--- src/rtl/scl_gen_pkg.sv ---
package scl_gen_pkg;

   typedef enum logic [1:0] {
      PH_IDLE = 2'd0,
      PH_LOW  = 2'd1,
      PH_HIGH = 2'd2
   } phase_e;

   typedef struct packed {
      logic fast;
      logic duty;
   } mode_t;

endpackage

--- src/rtl/scl_cfg_regs.sv ---
module scl_cfg_regs
   import scl_gen_pkg::*;
#(
   parameter int CCR_W    = 12,
   parameter int RISE_W   = 6,
   parameter int RISE_RST = 2
) (
   input  logic              clk,
   input  logic              rst_n,
   input  logic              enable,
   input  logic              wr_timing,
   input  logic              wr_fast,
   input  logic              wr_duty,
   input  logic [CCR_W-1:0]  wr_period,
   input  logic              wr_rise,
   input  logic [RISE_W-1:0] wr_rise_val,
   output mode_t             mode_q,
   output logic [CCR_W-1:0]  period_q,
   output logic [RISE_W-1:0] rise_q
);

   localparam logic [RISE_W-1:0] RISE_INIT = RISE_W'(RISE_RST);

   always_ff @(posedge clk or negedge rst_n) begin
      if (!rst_n) begin
         mode_q   <= '0;
         period_q <= '0;
         rise_q   <= RISE_INIT;
      end else if (!enable) begin
         if (wr_timing) begin
            mode_q.fast <= wr_fast;
            mode_q.duty <= wr_duty;
            period_q    <= wr_period;
         end
         if (wr_rise) begin
            rise_q <= wr_rise_val;
         end
      end
   end

   // nothing written while enabled
   assert_cfg_lock_R5 : assert property (@(posedge clk) disable iff (!rst_n)
      enable |=> ($stable(period_q) && $stable(rise_q) && $stable(mode_q)));

endmodule

--- src/rtl/scl_phase_len.sv ---
module scl_phase_len
   import scl_gen_pkg::*;
#(
   parameter int CCR_W      = 12,
   parameter int LEN_W      = 16,
   parameter int MULT_STYLE = 0
) (
   input  mode_t             mode,
   input  logic [CCR_W-1:0]  period,
   output logic [LEN_W-1:0]  high_len,
   output logic [LEN_W-1:0]  low_len
);

   localparam logic [CCR_W-1:0] FLOOR_SLOW = CCR_W'(4);
   localparam logic [CCR_W-1:0] FLOOR_916  = CCR_W'(1);

   logic             use_916;
   logic [CCR_W-1:0] floor_v;
   logic [CCR_W-1:0] p_eff;
   logic [LEN_W-1:0] p_ext;

   always_comb begin
      use_916 = mode.fast & mode.duty;
      floor_v = use_916 ? FLOOR_916 : FLOOR_SLOW;
      p_eff   = (period < floor_v) ? floor_v : period;
      p_ext   = LEN_W'(p_eff);
   end

   generate
      if (MULT_STYLE == 0) begin : g_shift_add
         always_comb begin
            if (!mode.fast) begin
               high_len = p_ext;
               low_len  = p_ext;
            end else if (!mode.duty) begin
               high_len = p_ext;
               low_len  = p_ext << 1;
            end else begin
               high_len = (p_ext << 3) + p_ext;
               low_len  = p_ext << 4;
            end
         end
      end else begin : g_multiply
         logic [LEN_W-1:0] hi_mul;
         logic [LEN_W-1:0] lo_mul;
         always_comb begin
            hi_mul   = (!mode.fast) ? LEN_W'(1) : (mode.duty ? LEN_W'(9)  : LEN_W'(1));
            lo_mul   = (!mode.fast) ? LEN_W'(1) : (mode.duty ? LEN_W'(16) : LEN_W'(2));
            high_len = p_ext * hi_mul;
            low_len  = p_ext * lo_mul;
         end
      end
   endgenerate

endmodule

--- src/rtl/scl_phase_seq.sv ---
module scl_phase_seq
   import scl_gen_pkg::*;
#(
   parameter int LEN_W  = 16,
   parameter int RISE_W = 6
) (
   input  logic              clk,
   input  logic              rst_n,
   input  logic              active,
   input  logic              scl_in,
   input  logic [LEN_W-1:0]  high_len,
   input  logic [LEN_W-1:0]  low_len,
   input  logic [RISE_W-1:0] rise_lim,
   output logic              drive_low,
   output logic              high_start,
   output logic              low_start
);

   phase_e           ph_q;
   phase_e           ph_prev_q;
   logic [LEN_W-1:0] cnt_q;
   logic             seen_q;
   logic [LEN_W-1:0] rise_ext;
   logic             waiting;

   always_comb begin
      rise_ext = LEN_W'(rise_lim);
      waiting  = !seen_q && !scl_in;
   end

   always_ff @(posedge clk or negedge rst_n) begin
      if (!rst_n) begin
         ph_q      <= PH_IDLE;
         ph_prev_q <= PH_IDLE;
         cnt_q     <= '0;
         seen_q    <= 1'b0;
      end else begin
         ph_prev_q <= ph_q;
         if (!active) begin
            ph_q   <= PH_IDLE;
            cnt_q  <= '0;
            seen_q <= 1'b0;
         end else begin
            unique case (ph_q)
               PH_IDLE: begin
                  ph_q  <= PH_LOW;
                  cnt_q <= '0;
               end
               PH_LOW: begin
                  if (cnt_q >= low_len - 1'b1) begin
                     ph_q   <= PH_HIGH;
                     cnt_q  <= '0;
                     seen_q <= 1'b0;
                  end else begin
                     cnt_q <= cnt_q + 1'b1;
                  end
               end
               PH_HIGH: begin
                  if (waiting) begin
                     if (cnt_q < rise_ext) begin
                        cnt_q <= cnt_q + 1'b1;
                     end
                  end else begin
                     seen_q <= 1'b1;
                     if (cnt_q >= high_len - 1'b1) begin
                        ph_q  <= PH_LOW;
                        cnt_q <= '0;
                     end else begin
                        cnt_q <= cnt_q + 1'b1;
                     end
                  end
               end
               default: begin
                  ph_q  <= PH_IDLE;
                  cnt_q <= '0;
               end
            endcase
         end
      end
   end

   assign drive_low  = (ph_q == PH_LOW);
   assign low_start  = (ph_q == PH_LOW)  && (ph_prev_q != PH_LOW);
   assign high_start = (ph_q == PH_HIGH) && (ph_prev_q != PH_HIGH);

   // inactive means released line and silent strobes next cycle
   assert_idle_release_R8 : assert property (@(posedge clk) disable iff (!rst_n)
      !active |=> (!drive_low && !high_start && !low_start));

   // strobes never coincide
   assert_strobe_onehot_R9 : assert property (@(posedge clk) disable iff (!rst_n)
      $onehot0({high_start, low_start}));

   // every pull-down begins with a low-phase strobe
   assert_low_entry_R10 : assert property (@(posedge clk) disable iff (!rst_n)
      $rose(drive_low) |-> low_start);

   // the low counter stays inside the programmed length
   assert_low_bound_R1 : assert property (@(posedge clk) disable iff (!rst_n)
      (ph_q == PH_LOW) |-> (cnt_q < low_len));

   // a held line beyond the rise limit freezes the high counter
   assert_stretch_hold_R7 : assert property (@(posedge clk) disable iff (!rst_n)
      (active && ph_q == PH_HIGH && waiting && cnt_q >= rise_ext)
         |=> (ph_q == PH_HIGH && $stable(cnt_q)));

endmodule

--- src/rtl/scl_clock_gen.sv ---
module scl_clock_gen
   import scl_gen_pkg::*;
#(
   parameter int CCR_W      = 12,
   parameter int RISE_W     = 6,
   parameter int RISE_RST   = 2,
   parameter int MULT_STYLE = 0
) (
   input  logic              clk,
   input  logic              rst_n,
   input  logic              enable,
   input  logic              run,
   input  logic              cfg_wr_timing,
   input  logic              cfg_fast,
   input  logic              cfg_duty916,
   input  logic [CCR_W-1:0]  cfg_period,
   input  logic              cfg_wr_rise,
   input  logic [RISE_W-1:0] cfg_rise,
   input  logic              scl_in,
   output logic              scl_drive_low,
   output logic              high_start,
   output logic              low_start
);

   localparam int LEN_W = CCR_W + 4;

   initial begin
      if (CCR_W < 3 || CCR_W > 24)
         $fatal(1, "scl_clock_gen: CCR_W out of range");
      if (RISE_W < 1 || RISE_W > LEN_W)
         $fatal(1, "scl_clock_gen: RISE_W out of range");
      if (RISE_RST < 0 || RISE_RST >= (1 << RISE_W))
         $fatal(1, "scl_clock_gen: RISE_RST does not fit");
      if (MULT_STYLE != 0 && MULT_STYLE != 1)
         $fatal(1, "scl_clock_gen: MULT_STYLE must be 0 or 1");
   end

   mode_t             mode_q;
   logic [CCR_W-1:0]  period_q;
   logic [RISE_W-1:0] rise_q;
   logic [LEN_W-1:0]  high_len;
   logic [LEN_W-1:0]  low_len;
   logic              active;

   assign active = enable & run;

   scl_cfg_regs #(
      .CCR_W(CCR_W), .RISE_W(RISE_W), .RISE_RST(RISE_RST)
   ) u_cfg (
      .clk(clk), .rst_n(rst_n), .enable(enable),
      .wr_timing(cfg_wr_timing), .wr_fast(cfg_fast), .wr_duty(cfg_duty916),
      .wr_period(cfg_period), .wr_rise(cfg_wr_rise), .wr_rise_val(cfg_rise),
      .mode_q(mode_q), .period_q(period_q), .rise_q(rise_q)
   );

   scl_phase_len #(
      .CCR_W(CCR_W), .LEN_W(LEN_W), .MULT_STYLE(MULT_STYLE)
   ) u_len (
      .mode(mode_q), .period(period_q),
      .high_len(high_len), .low_len(low_len)
   );

   scl_phase_seq #(
      .LEN_W(LEN_W), .RISE_W(RISE_W)
   ) u_seq (
      .clk(clk), .rst_n(rst_n), .active(active), .scl_in(scl_in),
      .high_len(high_len), .low_len(low_len), .rise_lim(rise_q),
      .drive_low(scl_drive_low), .high_start(high_start), .low_start(low_start)
   );

endmodule

--- config.mk ---
export PLATFORM = sky130hd
export DESIGN_NAME = scl_clock_gen
export DESIGN_NICKNAME = d
export VERILOG_FILES = /design/src/rtl/scl_gen_pkg.sv /design/src/rtl/scl_cfg_regs.sv /design/src/rtl/scl_phase_len.sv /design/src/rtl/scl_phase_seq.sv /design/src/rtl/scl_clock_gen.sv
export SDC_FILE = /design/constraint.sdc
export NUM_CORES = 1
export LEC_CHECK = 0
export BUFFER_PORTS_ARGS = -buffer_cell sky130_fd_sc_hd__buf_4
export CORE_ASPECT_RATIO = 0.9
export CORE_MARGIN = 4
export CORE_UTILIZATION = 45
export CTS_BUF_LIST = sky130_fd_sc_hd__clkbuf_8 sky130_fd_sc_hd__clkbuf_16
export DETAILED_ROUTE_END_ITERATION = 8
export REMOVE_ABC_BUFFERS = 1
export SLEW_MARGIN = 20
export SYNTH_ARGS = -nofsm -noshare
export SYNTH_HDL_FRONTEND = slang
export SYNTH_HIERARCHICAL = 1
export SYNTH_SLANG_ARGS = --single-unit
--- constraint.sdc ---
create_clock -name clk -period 6.8 [get_ports clk]
set_clock_uncertainty 0.05 [all_clocks]
set_input_delay 2.04 -clock clk [delete_from_list [all_inputs] [get_ports clk]]
set_output_delay 2.04 -clock clk [all_outputs]
set_load 0.05 [all_outputs]
# Yosys cells after proc, flatten, opt, wreduce, memory -nomap -nowiden
# Cells that the tools add are included.
totals:
  regBits: 41
  in_bits: 27
  output_inout_bits: 3
  elab_cells: 59
classes:
  addsub: 4
  order_cmp: 4
  n_eq_ne: 9
  muxes: 21
  n_bitwise: 3
  n_reduce_logical: 10
ops:
  columns: ["op", "n"]
  rows:
  - ["$mux 16", 9]
  - ["$ge 16x16->1", 2]
  - ["$pmux 16 s2", 1]
  - ["$sub 16x1->16 const B", 2]
  - ["$add 15x12->16", 1]
  - ["$add 16x1->16 const B", 1]
  - ["$lt 16x6->1", 1]
  - ["$lt 12x12->1", 1]
  - ["$mux 12", 1]
  - ["$ne 3x3->1 const B", 4]
  - ["$mux 2", 4]
  - ["$pmux 2 s3", 1]
  - ["$reduce_and 3->1", 2]
  - ["$ne 4x4->1 const B", 1]
  - ["$reduce_and 2->1", 2]
  - ["$logic_and 1x1->1", 3]
  - ["$mux 1", 3]
  - ["$mux 3", 1]
  - ["$and 1x1->1", 2]
  - ["$eq 2x1->1 const B", 1]
  - ["$eq 2x2->1 const B", 1]
  - ["$logic_not 1->1", 2]
  - ["$logic_not 2->1", 1]
  - ["$ne 2x1->1 const B", 1]
  - ["3 further kinds", 3]

# Logic depth before layout (Yosys ltp)
depth:
  depth_word: 13
  depth_mapped: 30
  mapped_depth_nobuf: 26

# Hierarchy
# Netlist, hierarchy kept.
modules_own_cells:
  columns: ["module", "instances", "cells_per_inst", "area_each_um2", "seq_area_each_um2"]
  rows:
  - ["scl_phase_seq", 1, 303, 2532.4, 525.5]
  - ["scl_phase_len", 1, 155, 1058.5, 0.0]
  - ["scl_cfg_regs", 1, 45, 813.3, 501.7]
  - ["scl_clock_gen", 1, 1, 6.3, 0.0]

# Least setup slack after synthesis
# Ideal clock, no wire load.
synth_timing:
  kind: "register to register"
  startpoint: "register u_cfg/mode_q[1] (netlist name)"
  endpoint: "register u_seq.cnt_q[6]"
  setup_time_ps: 121
  arrival_time_ps: 6067
  t_required_ps: 6629
  setup_slack_ps: 562
  path_stages_with_launch: 31
  path_buffers: 4
  period_less_slack_ps: 6238
  path_cell_list: "dfrtp_1 buf_2 nand2_2 inv_2 clkbuf_1 ha_1 inv_1 o2111a_1 buf_6 nor2_4 a21oi_1 ha_1 o21ai_1 o21ai_0 a21oi_1 xor2_1 o21ai_0 or3_1 nor3_1 nand2b_1 nor4_1 xnor2_1 ha_1 and4_1 and2_1 or4b_1 a32o_1 o311ai_4 buf_4 o21ai_1 a22o_1"
synth_between:
  elab_chain_len: 13
  word_cells_on_any_way: 18
  classes_between: "add/sub (3); order compare (3); mux (11); bitwise (1)"
synth_rtl:
  columns: ["element", "line", "source"]
  rows:
  - ["$and 1x1->1", "scl_phase_len.sv:23", "use_916 = mode.fast & mode.duty;"]
  - ["$mux 3", "scl_phase_len.sv:24", "floor_v = use_916 ? FLOOR_916 : FLOOR_SLOW;"]
  - ["$lt 12x12->1", "scl_phase_len.sv:25", "p_eff = (period < floor_v) ? floor_v : period;"]
  - ["$mux 12", "scl_phase_len.sv:25", null]
  - ["$add 15x12->16", "scl_phase_len.sv:39", "high_len = (p_ext << 3) + p_ext;"]
  - ["$mux 16", "scl_phase_len.sv:35", "end else if (!mode.duty) begin"]
  - ["$mux 16 (*)", "scl_phase_len.sv:32", "if (!mode.fast) begin"]
  - ["via high_len[2]", "scl_clock_gen.sv:41", "logic [LEN_W-1:0] high_len;"]
  - ["$sub 16x1->16 (*)", "scl_phase_seq.sv:65", "if (cnt_q >= high_len - 1'b1) begin"]
  - ["$ge 16x16->1 (*)", "scl_phase_seq.sv:65", null]
  - ["$mux 16 (*)", "scl_phase_seq.sv:65", null]
  - ["$mux 16 (*)", "scl_phase_seq.sv:59", "if (waiting) begin"]
  - ["$pmux 16 s2 (*)", "scl_phase_seq.sv:44", "unique case (ph_q)"]
  - ["$mux 16 (*)", "scl_phase_seq.sv:39", "if (!active) begin"]
  - ["end signal: assignment", "scl_phase_seq.sv:55", "cnt_q <= cnt_q + 1'b1;"]
  - ["end signal: assignment", "scl_phase_seq.sv:61", "cnt_q <= cnt_q + 1'b1;"]
  - ["end signal: assignment", "scl_phase_seq.sv:69", "cnt_q <= cnt_q + 1'b1;"]
  - ["end: declaration", "scl_phase_seq.sv:21", "logic [LEN_W-1:0] cnt_q;"]
# Mark *: on every way through the listed nets, which the timed path passes. The rest lies on a longest branch.
# A chain may end at the register's enable or synchronous reset.

# Final worst setup path
layout_timing:
  startpoint: "register u_cfg.period_q[4]"
  endpoint: "register u_seq.cnt_q[0]"
layout_between:
  elab_chain_len: 11
  word_cells_on_any_way: 16
  classes_between: "add/sub (3); order compare (3); mux (10)"
layout_rtl:
  columns: ["element", "line", "source"]
  rows:
  - ["start: declaration", "scl_cfg_regs.sv:18", "output logic [CCR_W-1:0] period_q,"]
  - ["start signal: assignment", "scl_cfg_regs.sv:33", "period_q <= wr_period;"]
  - ["$lt 12x12->1 (*)", "scl_phase_len.sv:25", null]
  - ["$mux 12 (*)", "scl_phase_len.sv:25", null]
  - ["$add 15x12->16", "scl_phase_len.sv:39", null]
  - ["$mux 16", "scl_phase_len.sv:35", null]
  - ["$mux 16 (*)", "scl_phase_len.sv:32", null]
  - ["via high_len[0]", "scl_clock_gen.sv:41", null]
  - ["$sub 16x1->16 (*)", "scl_phase_seq.sv:65", null]
  - ["$ge 16x16->1 (*)", "scl_phase_seq.sv:65", null]
  - ["$mux 16 (*)", "scl_phase_seq.sv:65", null]
  - ["$mux 16 (*)", "scl_phase_seq.sv:59", null]
  - ["$pmux 16 s2 (*)", "scl_phase_seq.sv:44", null]
  - ["$mux 16 (*)", "scl_phase_seq.sv:39", null]
# Marks and branches as above.

==> implementation parameters <==
Parameter                              Value

Detailed routing
  Remaining design rule violation count ... 0
  Total wire length ... 10.4 mm
  Detailed Route Iter0 Violations ... 146
  Routed via count divided by cell count ... 5.64
  Total via count in the routed design ... 3689
  Wirelength per Cell ... 15.8 um
  Remaining antenna violation count ... 0
  Iteration count of the initial detailed-routing pass ... 4

Pwr
  Worst VDD drop ... 86.7 uV
  Power density over the cells ... 196 nW/um^2
  Total power draw ... 0.000950 W
  Cell leakage power ... 2.20 nW

Placement
  HPWL after DPL ... 8.03 mm
  Port Buffer Count ... 29
  Worst slack at placement ... 0.102 ns
  # placed instances ... 645
  Routability-driven placement congestion ratio ... 0.867

CTS
  Clock latency on the worst-skew pair ... 0.31 ns
  Clock tree from TritonCTS ... built
  Clock Sink Count ... 41
  Post-CTS clock slew at the launch and capture registers of the worst setup and hold paths ... 0.10 ns
  Clock tree buffer depth ... 2
  Number of H-tree levels ... 2
  Number of clock buffers inserted by TritonCTS ... 5
  Master cell of the clock root buffer ... sky130_fd_sc_hd__clkbuf_8

Global route
  Number of antenna violations at the first check in global routing ... 0
  Vias in the first global route ... 3522
  Pin count of the biggest net entering global routing ... 42
  Global-route wire length before repair ... 17.3 mm
  Grt total ovfl ... 0
  GRT Util Overall ... 18.4%

Critical path
  CP max stage delay ... 0.53 ns
  Cells along the critical path ... nor4_2, o2111a_2, o21ai_1, ha_1, fa_1, a21o_2, a211oi_1, o31ai_1, or3_1, nor3_2, nand2b_1, nor4_1, xnor2_1, ha_1, and4_1, and2_1, or4b_1, a32o_1, o311ai_4, nor2_2, mux2_2
  Type of the worst setup path ... reg -> reg
  Crit-path slowest cell ... sky130_fd_sc_hd__dfrtp_1
  Depth of the worst register-to-register path ... 21
  Data arrival time of the critical path ... 6.63 ns
  Worst path most repeated cell ... sky130_fd_sc_hd__ha_1
  Data required time at the worst endpoint ... 6.95 ns
  Startpoint class of the critical path ... flip-flop
  R2r startpoint ... u_cfg/period_q[4]
  Launching element of the worst setup path ... u_cfg/period_q[4]
  Maximum fanout encountered on the critical timing path ... 14
  Type of destination of the critical path ... flip-flop

Die
  I/O pin count ... 30
  Area of the core ... 9610 sq um
  Row cnt ... 34
  Initial cell density of the core ... 45.9%
  Die boundary height ... 102 um
  Horizontal die dimension ... 112 um
  Area of the die ... 11500 sq um

Synth
  Share of the synthesized area in the top cell type ... 22.7%
  Largest cells by area after synthesis ... sky130_fd_sc_hd__dfrtp_1 (23%), sky130_fd_sc_hd__ha_1 (15%), sky130_fd_sc_hd__xnor2_1 (3.8%), sky130_fd_sc_hd__o21ai_0 (3.5%), sky130_fd_sc_hd__nand2_1 (3.5%)
  Seq cells post-synth ... 41
  Ys async rst share ... 100%
  Sequential element share of the synthesized area ... 23.3%
  Count of yosys warnings during synthesis ... 6
  Most instantiated flip-flop cell in the synthesis netlist ... sky130_fd_sc_hd__dfrtp_1
  Post-synth design cell area ... 4410 sq um
  Unique cell type count in the Yosys netlist ... 67
  Cell accounting for the most synthesized area ... sky130_fd_sc_hd__dfrtp_1
  Syn Area/Cell ... 8.75 sq um
  Number of enable-type register cells in the synthesized netlist ... 0
  Mapped Cells ... 504

STA
  Final-report max-slew violation count ... 0
  Clock period minus worst slack ... 6.48 ns
  Highest clock frequency the design can meet ... 0.154 GHz
  Final worst-path cycle share ... 95.2%
  Setup_tns ... 0 ns
  Pin slew with the least headroom to its limit ... 0.942 ns
  RSZ-0062 raised after global routing ... false
  Setup WS post-layout ... 0.324 ns
  Worst hold margin ... 0.411 ns
  Number of endpoints with negative hold slack in the final report ... 0
  Setup violation total in the final timing report ... 0
  Headroom to the max-slew limit ... 36.9%

Final layout
  Number of non-filler instances in the completed layout ... 654
  Area delta synth->final ... 9.90%
  Proportion of layout cells with a drive suffix above 1 ... 18.8%
  N_diodes ... 0
  Final net count ... 608

Flow run
  Max-capacitance violation count ... 0

Hold path
  Instance count along the most critical hold path ... 0
  Startpoint of the worst hold path ... u_seq/ph_q[0]
  HP Class ... reg -> reg

Run status
  Status ... finished, final reports clean
-- final cells by class --
| cell class | instances | area (sq um) |
|---|---|---|
| sequential | 41 | 1030 |
| clock buffer | 5 | 68.8 |
| inverter | 25 | 93.8 |
| tap | 126 | 158 |
| timing repair buffer | 42 | 315 |
| fill | 935 | 4770 |
| multi-input combinational | 412 | 3140 |
| clock inverter | 3 | 46.3 |
-- worst paths after layout --
| kind | slack, ns | to |
|---|---|---|
| setup reg to reg | 0.32 | u_seq/cnt_q[0] |
| max in group asynchronous | 4.65 | u_cfg/mode_q[1] |
| hold reg to reg | 0.41 | u_seq/ph_prev_q[0] |
| min in group asynchronous | 1.67 | u_seq/cnt_q[12] |
| setup / recovery | 0.32 | u_seq/cnt_q[0] |
| hold / removal | 0.41 | u_seq/ph_prev_q[0] |
-- synthesized netlist by cell type, drive strengths merged (6+ instances only) --
cell type,instances
nor3,9
nor2b,17
dfrtp,40
a21oi,29
nand3,7
xnor2,19
buf,14
and3,13
mux2,24
xor2,14
nor2,33
nor4,13
clkbuf,12
ha,53
a211oi,6
o21ai,43
mux2i,8
inv,25
o21a,7
a22o,13
nand2,42
-- critical path, delay by kind of cell (launching register included) --
kind,cells,cell delay [ns]
mux,1,0.31
fa+ha+maj,3,1.02
simple gates,9,2.53
flops,1,0.53
compound gates,7,1.81
xor+xnor,1,0.11
-- flip-flops by register name, indices dropped and copies added, names as in the netlist --
name / flops
u_cfg/period_q: 12
u_cfg/rise_q: 6
u_seq/cnt_q: 16
u_seq/seen_q: 1
u_seq/ph_q: 2
u_cfg/mode_q: 2
u_seq/ph_prev_q: 2
-- kinds of logic (layout without fill, tap and decap cells) --
group                      count (synthesis)  after routing  share of synthesized area (%)
adders and majority gates                 54             54                           15.5
and+or+nand+nor                          168            168                           21.0
muxes                                     32             32                           8.79
AOI/OAI and AO/OA                        125            125                           19.0
xor gates and xnor gates                  33             33                           6.55
DFF                                       41             41                           23.3
buffers and inverters                     51             75                           5.90
-- through the flow --
stage	instance area, sq um	utilization, %
after CTS	4830	50.2
after global routing	4850	50.4
after floorplan	4240	-
after global placement	4710	49.0
final	4850	50.4
after detailed placement	4710	49.0
-- what timing repair did --
| item | 4_1_cts | 5_1_grt |
|---|---|---|
| buffers inserted | 0 | 1 |
| hold buffers | 0 | 0 |
| endpoints found under the setup margin | 0 | 16 |
| gates resized for setup | 0 | 3 |
-- power by group --
part | switching (W) | internal, W
clock | 0.000102 | 0.000110
sequential | 0.0000190 | 0.000263
combinational | 0.000257 | 0.000199
-- routing by layer --
| metal | GRT usage, % | routed length, um | vias to the layer above |
|---|---|---|---|
| met5 | 0 | 0 | - |
| met4 | 4.53 | 110 | 0 |
| met3 | 2.37 | 300 | 10 |
| met2 | 29.5 | 4510 | 51 |
| met1 | 26.6 | 5440 | 1738 |
| li1 | - | - | 1890 |
-- placed cells by master, fill, tap and decap left out, drive strengths merged, types with 6 or more instances in the layout --
cell    instances
ha             53
nor4           13
buf            42
a211oi          6
nor2           33
mux2           24
nand3           7
mux2i           8
nor2b          17
o21a            7
nand2          42
a22o           13
o21ai          43
xor2           14
xnor2          19
inv            25
nor3            9
and3           13
dfrtp          40
a21oi          29
Power figures use the tool's default switching activity.
